--- config.mk ---
export PLATFORM = sky130hd
export DESIGN_NAME = pair_regfile
export DESIGN_NICKNAME = d
export VERILOG_FILES = /design/src/rtl/regfile_pkg.sv /design/src/rtl/rf_storage.sv /design/src/rtl/rf_idu.sv /design/src/rtl/rf_agu.sv /design/src/rtl/pair_regfile.sv
export SDC_FILE = /design/constraint.sdc
export NUM_CORES = 1
export LEC_CHECK = 0
export BUFFER_PORTS_ARGS = -buffer_cell sky130_fd_sc_hd__buf_2
export CAP_MARGIN = 10
export CORE_MARGIN = 1
export CORE_UTILIZATION = 50
export CTS_BUF_LIST = sky130_fd_sc_hd__clkbuf_2
export DETAILED_ROUTE_END_ITERATION = 10
export HOLD_SLACK_MARGIN = 0.15
export PLACE_DENSITY = 0.74
export RECOVER_POWER = 100
export SLEW_MARGIN = 20
export SYNTH_ARGS = -nofsm -noshare
export SYNTH_HDL_FRONTEND = slang
export SYNTH_SLANG_ARGS = --single-unit
--- constraint.sdc ---
create_clock -name clk -period 8.3 [get_ports clk]
set_input_delay 1.245 -clock clk [delete_from_list [all_inputs] [get_ports clk]]
set_output_delay 1.245 -clock clk [all_outputs]
set_load 0.03 [all_outputs]
--- src/rtl/regfile_pkg.sv ---
package regfile_pkg;

  typedef enum logic [2:0] {
    BOP_NONE     = 3'd0,
    BOP_IMM      = 3'd1,
    BOP_MEM      = 3'd2,
    BOP_TO_ACC   = 3'd3,
    BOP_FROM_ACC = 3'd4
  } byte_op_e;

  typedef enum logic [2:0] {
    WOP_NONE    = 3'd0,
    WOP_LOAD    = 3'd1,
    WOP_INC     = 3'd2,
    WOP_DEC     = 3'd3,
    WOP_FROM_SP = 3'd4,
    WOP_TO_SP   = 3'd5
  } word_op_e;

endpackage

--- src/rtl/rf_storage.sv ---
module rf_storage #(
  parameter int BYTE_W    = 8,
  parameter int NUM_BYTES = 8,
  localparam int BSEL_W   = $clog2(NUM_BYTES),
  localparam int WSEL_W   = BSEL_W - 1,
  localparam int WORD_W   = 2 * BYTE_W
) (
  input  logic                        clk,
  input  logic                        rst_n,
  input  logic                        byte_we,
  input  logic [BSEL_W-1:0]           byte_idx,
  input  logic [BYTE_W-1:0]           byte_val,
  input  logic                        word_we,
  input  logic [WSEL_W-1:0]           word_idx,
  input  logic [WORD_W-1:0]           word_val,
  output logic [NUM_BYTES*BYTE_W-1:0] bytes_flat
);

  for (genvar g = 0; g < NUM_BYTES; g++) begin : g_cell
    logic [BYTE_W-1:0] cell_q;
    logic              hit_word;
    logic              hit_byte;

    assign hit_word = word_we && (word_idx == WSEL_W'(g / 2));
    assign hit_byte = byte_we && (byte_idx == BSEL_W'(g));

    always_ff @(posedge clk) begin
      if (!rst_n) begin
        cell_q <= '0;
      end else if (hit_word) begin
        cell_q <= (g % 2 == 1) ? word_val[WORD_W-1:BYTE_W] : word_val[BYTE_W-1:0];
      end else if (hit_byte) begin
        cell_q <= byte_val;
      end
    end

    assign bytes_flat[g*BYTE_W +: BYTE_W] = cell_q;
  end

endmodule

--- src/rtl/rf_idu.sv ---
module rf_idu #(
  parameter int WORD_W = 16
) (
  input  logic [WORD_W-1:0] word_in,
  input  logic              down,
  output logic [WORD_W-1:0] word_out,
  output logic              is_zero
);

  localparam logic [WORD_W-1:0] ONE = {{(WORD_W-1){1'b0}}, 1'b1};

  function automatic logic [WORD_W-1:0] step_word(input logic [WORD_W-1:0] v,
                                                  input logic              dn);
    return dn ? (v - ONE) : (v + ONE);
  endfunction

  assign word_out = step_word(word_in, down);
  assign is_zero  = (word_out == '0);

endmodule

--- src/rtl/rf_agu.sv ---
module rf_agu #(
  parameter int BYTE_W = 8,
  localparam int WORD_W = 2 * BYTE_W
) (
  input  logic [WORD_W-1:0] base,
  input  logic [BYTE_W-1:0] off,
  input  logic              use_off,
  output logic [WORD_W-1:0] addr
);

  function automatic logic [WORD_W-1:0] form_addr(input logic [WORD_W-1:0] b,
                                                  input logic [BYTE_W-1:0] o,
                                                  input logic              u);
    logic [WORD_W-1:0] ext;
    ext = u ? {{(WORD_W-BYTE_W){1'b0}}, o} : '0;
    return b + ext;
  endfunction

  assign addr = form_addr(base, off, use_off);

endmodule

--- src/rtl/pair_regfile.sv ---
module pair_regfile
  import regfile_pkg::*;
#(
  parameter int                BYTE_W    = 8,
  parameter int                NUM_BYTES = 8,
  parameter logic [2*BYTE_W-1:0] SP_RESET = '0,
  localparam int BSEL_W = $clog2(NUM_BYTES),
  localparam int WSEL_W = BSEL_W - 1,
  localparam int WORD_W = 2 * BYTE_W
) (
  input  logic              clk,
  input  logic              rst_n,
  input  logic [BSEL_W-1:0] rd_a_sel,
  output logic [BYTE_W-1:0] rd_a_data,
  input  logic [BSEL_W-1:0] rd_b_sel,
  output logic [BYTE_W-1:0] rd_b_data,
  input  logic [WSEL_W-1:0] rd_w_sel,
  output logic [WORD_W-1:0] rd_w_data,
  input  logic [2:0]        bop,
  input  logic [BSEL_W-1:0] bw_sel,
  input  logic [BYTE_W-1:0] bw_data,
  input  logic [2:0]        wop,
  input  logic [WSEL_W-1:0] ww_sel,
  input  logic [WORD_W-1:0] ww_data,
  output logic [WORD_W-1:0] sp_q,
  output logic              z_upd,
  output logic              z_next,
  input  logic [WSEL_W-1:0] ea_sel,
  input  logic [BYTE_W-1:0] ea_off,
  input  logic              ea_use_off,
  output logic [WORD_W-1:0] ea_addr
);

  logic [NUM_BYTES*BYTE_W-1:0] bytes_flat;
  logic [BYTE_W-1:0]           rv [NUM_BYTES];

  for (genvar g = 0; g < NUM_BYTES; g++) begin : g_unpack
    assign rv[g] = bytes_flat[g*BYTE_W +: BYTE_W];
  end

  function automatic logic [WORD_W-1:0] pair_of(input logic [WSEL_W-1:0] p);
    return {rv[{p, 1'b1}], rv[{p, 1'b0}]};
  endfunction

  // read ports
  assign rd_a_data = rv[rd_a_sel];
  assign rd_b_data = rv[rd_b_sel];
  assign rd_w_data = pair_of(rd_w_sel);

  // word side decode
  logic              word_we;
  logic [WORD_W-1:0] word_val;
  logic [WORD_W-1:0] ww_cur;
  logic [WORD_W-1:0] idu_out;
  logic              idu_zero;
  logic              idu_active;

  assign ww_cur     = pair_of(ww_sel);
  assign idu_active = (wop == WOP_INC) || (wop == WOP_DEC);

  rf_idu #(.WORD_W(WORD_W)) u_idu (
    .word_in  (ww_cur),
    .down     (wop == WOP_DEC),
    .word_out (idu_out),
    .is_zero  (idu_zero)
  );

  always_comb begin
    word_we  = 1'b0;
    word_val = ww_data;
    case (wop)
      WOP_LOAD:    word_we = 1'b1;
      WOP_INC,
      WOP_DEC:     begin word_we = 1'b1; word_val = idu_out; end
      WOP_FROM_SP: begin word_we = 1'b1; word_val = sp_q;    end
      default:     word_we = 1'b0;
    endcase
  end

  assign z_upd  = idu_active;
  assign z_next = idu_active && idu_zero;

  // byte side decode
  logic              byte_we;
  logic [BSEL_W-1:0] byte_idx;
  logic [BYTE_W-1:0] byte_val;

  always_comb begin
    byte_we  = 1'b0;
    byte_idx = bw_sel;
    byte_val = bw_data;
    case (bop)
      BOP_IMM:      byte_we = 1'b1;
      BOP_MEM:      begin byte_we = 1'b1; byte_idx = '0; end
      BOP_TO_ACC:   begin byte_we = 1'b1; byte_idx = '0; byte_val = rv[bw_sel]; end
      BOP_FROM_ACC: begin byte_we = (bw_sel != '0); byte_val = rv[0]; end
      default:      byte_we = 1'b0;
    endcase
    if (word_we) byte_we = 1'b0;
  end

  rf_storage #(.BYTE_W(BYTE_W), .NUM_BYTES(NUM_BYTES)) u_store (
    .clk        (clk),
    .rst_n      (rst_n),
    .byte_we    (byte_we),
    .byte_idx   (byte_idx),
    .byte_val   (byte_val),
    .word_we    (word_we),
    .word_idx   (ww_sel),
    .word_val   (word_val),
    .bytes_flat (bytes_flat)
  );

  // stack pointer
  always_ff @(posedge clk) begin
    if (!rst_n) begin
      sp_q <= SP_RESET;
    end else if (wop == WOP_TO_SP) begin
      sp_q <= ww_cur;
    end
  end

  // address generation
  rf_agu #(.BYTE_W(BYTE_W)) u_agu (
    .base    (pair_of(ea_sel)),
    .off     (ea_off),
    .use_off (ea_use_off),
    .addr    (ea_addr)
  );

endmodule

**Word level (Yosys, flattened, before mapping)**

Index checks and enable logic that the tools add are counted.

- Muxes and demuxes: 51
- Eq/ne operators: 19
- $lt $le $gt $ge: 9
- Add/subtract/negate cells: 3
- Reductions and logical operators: 30
- Bitwise logic cells: 9

Operators with widths:

| operator | number |
|---|---|
| $mux 8 | 35 |
| $bmux 8 s3 | 9 |
| $ge 4x4->1 const B | 9 |
| $not 3->4 | 9 |
| $pmux 16 s2 | 1 |
| $eq 3x3->1 const B | 7 |
| $eq 3x2->1 const B | 6 |
| $add 16x1->16 const B | 1 |
| $add 16x16->16 | 1 |
| $logic_not 16->1 | 1 |
| $mux 16 | 1 |
| $pmux 8 s2 | 1 |
| $reduce_bool 2->1 | 8 |
| $sub 16x1->16 const B | 1 |
| $logic_and 1x1->1 | 13 |
| $eq 3x1->1 const B | 3 |
| $eq 2x2->1 const B | 2 |
| $reduce_or 2->1 | 2 |
| $reduce_or 4->1 | 1 |
| $logic_not 3->1 | 1 |
| $mux 3 | 1 |
| $reduce_bool 3->1 | 1 |
| $reduce_or 3->1 | 1 |
| $eq 2x1->1 const B | 1 |
| other kinds (4) | 5 |

- Word-level logic and storage cells: 130
- Register bits after elaboration: 80
- Output and inout bits: 66
- Bits of input ports: 56

**Longest topological paths before layout**

- Depth in word-level cells: 8
- Gate-level depth with buffers: 13
- Depth with buffers taken out: 11

**Modules after synthesis**

A second synthesis with hierarchy kept.

- Cells, all modules: 811
- Area, all modules: 8250.4 µm²

Modules (own cells, without submodules):

| module | seq. area each (µm²) | times used | cells an instance | area each (µm²) |
|---|---|---|---|---|
| pair_regfile | 320.3 | 1 | 320 | 3943.8 |
| rf_storage | 1281.2 | 1 | 313 | 2937.8 |
| rf_idu | 0.0 | 1 | 106 | 800.8 |
| rf_agu | 0.0 | 1 | 72 | 568.0 |

**Least setup slack after synthesis**

Ideal clock, no wire load.

- Kind: input-to-output
- Start: input ww_sel[0]
- End: output z_next
- Data required time: 7055 ps
- Cell stages on the path: 11
- Path slack: 2205 ps
- Arrival time: 4850 ps
- Buffers on the path: 2
- Path through: clkbuf_1 buf_1 mux4_2 ha_1 and3_1 a2111oi_4 o21ai_0 a31oi_1 xnor2_1 nand4b_1 nor4_2

- Longest elaborated chain between the ends: 8
- Elaborated cells between the ends (all ways): 13
- Those cells by class: 2 x add/sub; 7 x mux; 2 x bitwise; 2 x reduce/logical

Ends and longest elaborated chain:

| what | RTL line | text |
|---|---|---|
| from (decl) | pair_regfile.sv:23 | `input logic [WSEL_W-1:0] ww_sel,` |
| $not 3->4 (not written as such) * | pair_regfile.sv:42 | `return {rv[{p, 1'b1}], rv[{p, 1'b0}]};` |
| $bmux 8 s3 * | pair_regfile.sv:42 |  |
| $mux 8 (not written as such) * (2 in series) | pair_regfile.sv:42 |  |
| net u_idu.word_in[5] | rf_idu.sv:4 | `input logic [WORD_W-1:0] word_in,` |
| $add 16x1->16 or $sub 16x1->16 (tied branches) | rf_idu.sv:14 | `return dn ? (v - ONE) : (v + ONE);` |
| $mux 16 * | rf_idu.sv:14 |  |
| $logic_not 16->1 * | rf_idu.sv:18 | `assign is_zero = (word_out == '0);` |
| $logic_and 1x1->1 * | pair_regfile.sv:81 | `assign z_next = idu_active && idu_zero;` |
| to (decl) | pair_regfile.sv:27 | `output logic z_next,` |

Mark *: on every way through the listed nets, which the timed path passes. The rest lies on a longest branch. The select of a mux whose other input is x is not followed.

**Worst setup path after layout**

- Start: input ww_sel[1]
- End: output z_next

Same word-level chain as after synthesis.

==> results.toml <==
[status]
status = "complete, no violations"

[critical_path]
worstSetupStartpoint = "ww_sel[1]"
timing.rr.end = "u_store.g_cell[3].cell_q[6]"
critPathCapture = "z_next"
cp_top_family = "buffers and inverters"
crit_path_end_kind = "output pin"
cp.arrival_ns = 5.66
r2r-start = "u_store.g_cell[0].cell_q[0]"
cp_cell_sequence = "clkbuf_1 -> mux4_2 -> ha_1 -> a2111o_1 -> a31oi_1 -> a21oi_1 -> xor2_1 -> nor4_1 -> nand4b_1 -> nor4_2 -> clkbuf_1"
cp.depth = 11
cp_common_cell = "clkbuf_1"
cp_max_fo = 23
max_stage_delay_ns = 0.96
path_class = "in -> out"
required_ns = 7.05
critPathLaunchType = "input pin"
ff2ff_path_depth = 9
crit_slowest_cell = "clkbuf_1"
path_buf_inv = 2
rrSetupSlack_ns = 4.68

[final_layout]
nNetsFinal = 992
antennaDiodeCount = 0
fin_area_um2 = 8626
drive_gt1_share_pct = 23.25
area_delta_synth_final_pct = 8.158

[floorplan]
io_pins = 122
core_region_area_um2 = 15370
initial_core_util_pct = 51.88
die-area_um2 = 16460
die_x_um = 128.3
dieHeight_um = 128.3
row_count = 45

[placement]
dpl_cell_area_um2 = 8627
place_hpwl_mm = 20.51
place.gp.congestion = 0.9875
io_buffers = 121
place_ws_ns = 2.145

[sta]
finalClockSkew_ns = 0.04128
rsz0062_at_grt = "false"
post-route-period-util_pct = 83.19
max_slew_margin_pct = 10.07
timing.final.crit_period_ns = 6.905
fmax_ghz = 0.1448
tightest_slew_ns = 1.349
setup_ws_ns = 1.395
setup_viol = 0
tns_ns = 0
hold_violations = 0
timing.hold.ws_ns = 0.4977
slew_violations = 0

[synth]
yosys.area.top_type_share_pct = 27.11
syn_area_per_cell_um2 = 9.506
yosysMostFrequentCell = "nand2_1"
synth_flop_cell = "dfxtp_1"
synth_edf_count = 0
synthTopCellsByArea = "mux4_2 27%, dfxtp_1 20%, nand2_1 4.9%, ha_1 3.6%, mux2_2 3.4%"
yosys_warnings = 0
syn_inst = 839
async_flop_share_pct = 0
synthesis.area_um2 = 7975
synth.net_count = 920
synth_common_cells = "105 x nand2_1, 96 x mux4_2, 80 x dfxtp_1, 48 x o21ai_0, 46 x clkbuf_1"
synth_seq_area_share_pct = 20.08
synth_seq_cells = 80
synth.distinct_cells = 71
yosysTopAreaCell = "mux4_2"

[clocking]
cts_buffers = 9
root_buffer = "clkbuf_2"
h-tree-depth = 3
clkTransAtPathRegs_ns = 0.25
post-cts-setup-buffer-count = 0
clkLatencyLatePin_ns = 0.61
cts_tree = "done"
clock-sinks = 80
cts_hold_buf = 0
cts_buffer_depth = 2
ctsResizeCount = 0

[pwr]
power.density_nw_per_um2 = 121.5
switching_share_pct = 40.64
p_sw_mw = 0.4257
total_power_mw = 1.048
power.internal_mw = 0.6219
power_frac_seq_pct = 43.1
p_leak_nw = 3.178
vdd_drop_max_mv = 0.07157
clkPwrFrac_pct = 20.7
p_comb_share_pct = 36.2

[grt]
grt_pass1_wl_mm = 42.06
grt_pass1_vias = 7195
grt_usage_pct = 34.12
grt-ovfl-total = 0
grt_max_degree = 43
grt_antenna_before_repair = 0

[routing]
wire_per_inst_um = 24.76
antenna_left = 0
vias = 7921
drc = 0
routed_via_density = 7.028
firstDrtPassIters = 7
dr.first_iter.drc_count = 1178
routed_wl_mm = 27.90

[flow_run]
cap_violations = 0

[hold_path]
min_path_type = "reg -> reg"
-- cells in the final DEF, fill, tap and decap left out, drive strengths merged, types with 12 or more instances in the layout --
master	synthesis	routed
dfxtp	80	80
a21oi	42	42
nor2	43	43
and2	16	16
ha	23	23
nand2	105	105
mux4	96	96
nor2b	15	15
a211oi	16	16
mux2i	17	17
and3	13	13
mux2	24	24
clkbuf	47	76
nor3	18	18
a21boi	18	18
o21ai	53	53
o22ai	24	24
xnor2	18	18
nand3	16	16
buf	18	59
inv	12	12
-- worst min path at each step --
stage	to	from	slack, ns	cells after the start
after floorplan	u_store.g_cell[2].cell_q[6]	u_store.g_cell[2].cell_q[6]	0.50	2
after global placement	sp_q[10]	sp_q[10]	0.47	2
after detailed placement	sp_q[9]	sp_q[9]	0.47	2
after CTS	sp_q[9]	sp_q[9]	0.50	2
after global routing	sp_q[4]	sp_q[4]	0.53	2
final	sp_q[9]	sp_q[9]	0.50	2
-- metrics by stage --
step | cells | util (%)
floorplan | 839 | -
global placement | 1111 | 56.13
finish | 1127 | 56.12
detailed placement | 1111 | 56.13
global route | 1127 | 56.12
CTS | 1127 | 56.83
-- tightest hold or removal path: cells and delay by family, from the launching register on --
kind / cells / cell delay (ns)
compound gates: 1 / 0.06
flops: 1 / 0.38
simple gates: 1 / 0.05
-- final cells by class --
| class | count | area, um2 |
|---|---|---|
| clock buffers | 9 | 45.04 |
| clock inverters | 7 | 62.56 |
| fillers | 1398 | 6745 |
| inverters | 13 | 48.80 |
| multi-input cells | 681 | 6047 |
| flip-flops and latches | 80 | 1602 |
| well taps | 211 | 264.0 |
| repair buffers | 126 | 556.8 |
-- routing by layer --
metal | track usage, % | vias to the layer above | share of wire, %
met5 | 0 | - | 0
li1 | - | 3408 | -
met4 | 13.84 | 0 | 4.3
met1 | 46.70 | 3789 | 38
met3 | 8.264 | 104 | 13
met2 | 51.70 | 620 | 45
-- logic make-up after synthesis --
family | share of synthesized area (%)
adders and majority gates | 4.111
muxes | 32.63
xor gates and xnor gates | 2.840
buffers and inverters | 3.875
AOI/OAI and AO/OA | 20.54
DFF | 20.08
and+or+nand+nor | 15.92
-- power by group through the flow --
stage	combinational (mW)	sequential (mW)	clock (mW)
2_1_floorplan	0.286	0.433	0
6_report	0.380	0.451	0.217
4_1_cts	0.379	0.447	0.214
3_5_place_dp	0.376	0.455	0
5_1_grt	0.403	0.452	0.232
3_3_place_gp	0.374	0.454	0
-- sequential cells by signal, indices dropped and copies added (netlist names) --
signal	flops
sp_q	16
u_store.g_cell.cell_q	64
No activity file was read; power rests on OpenSTA's default activity.
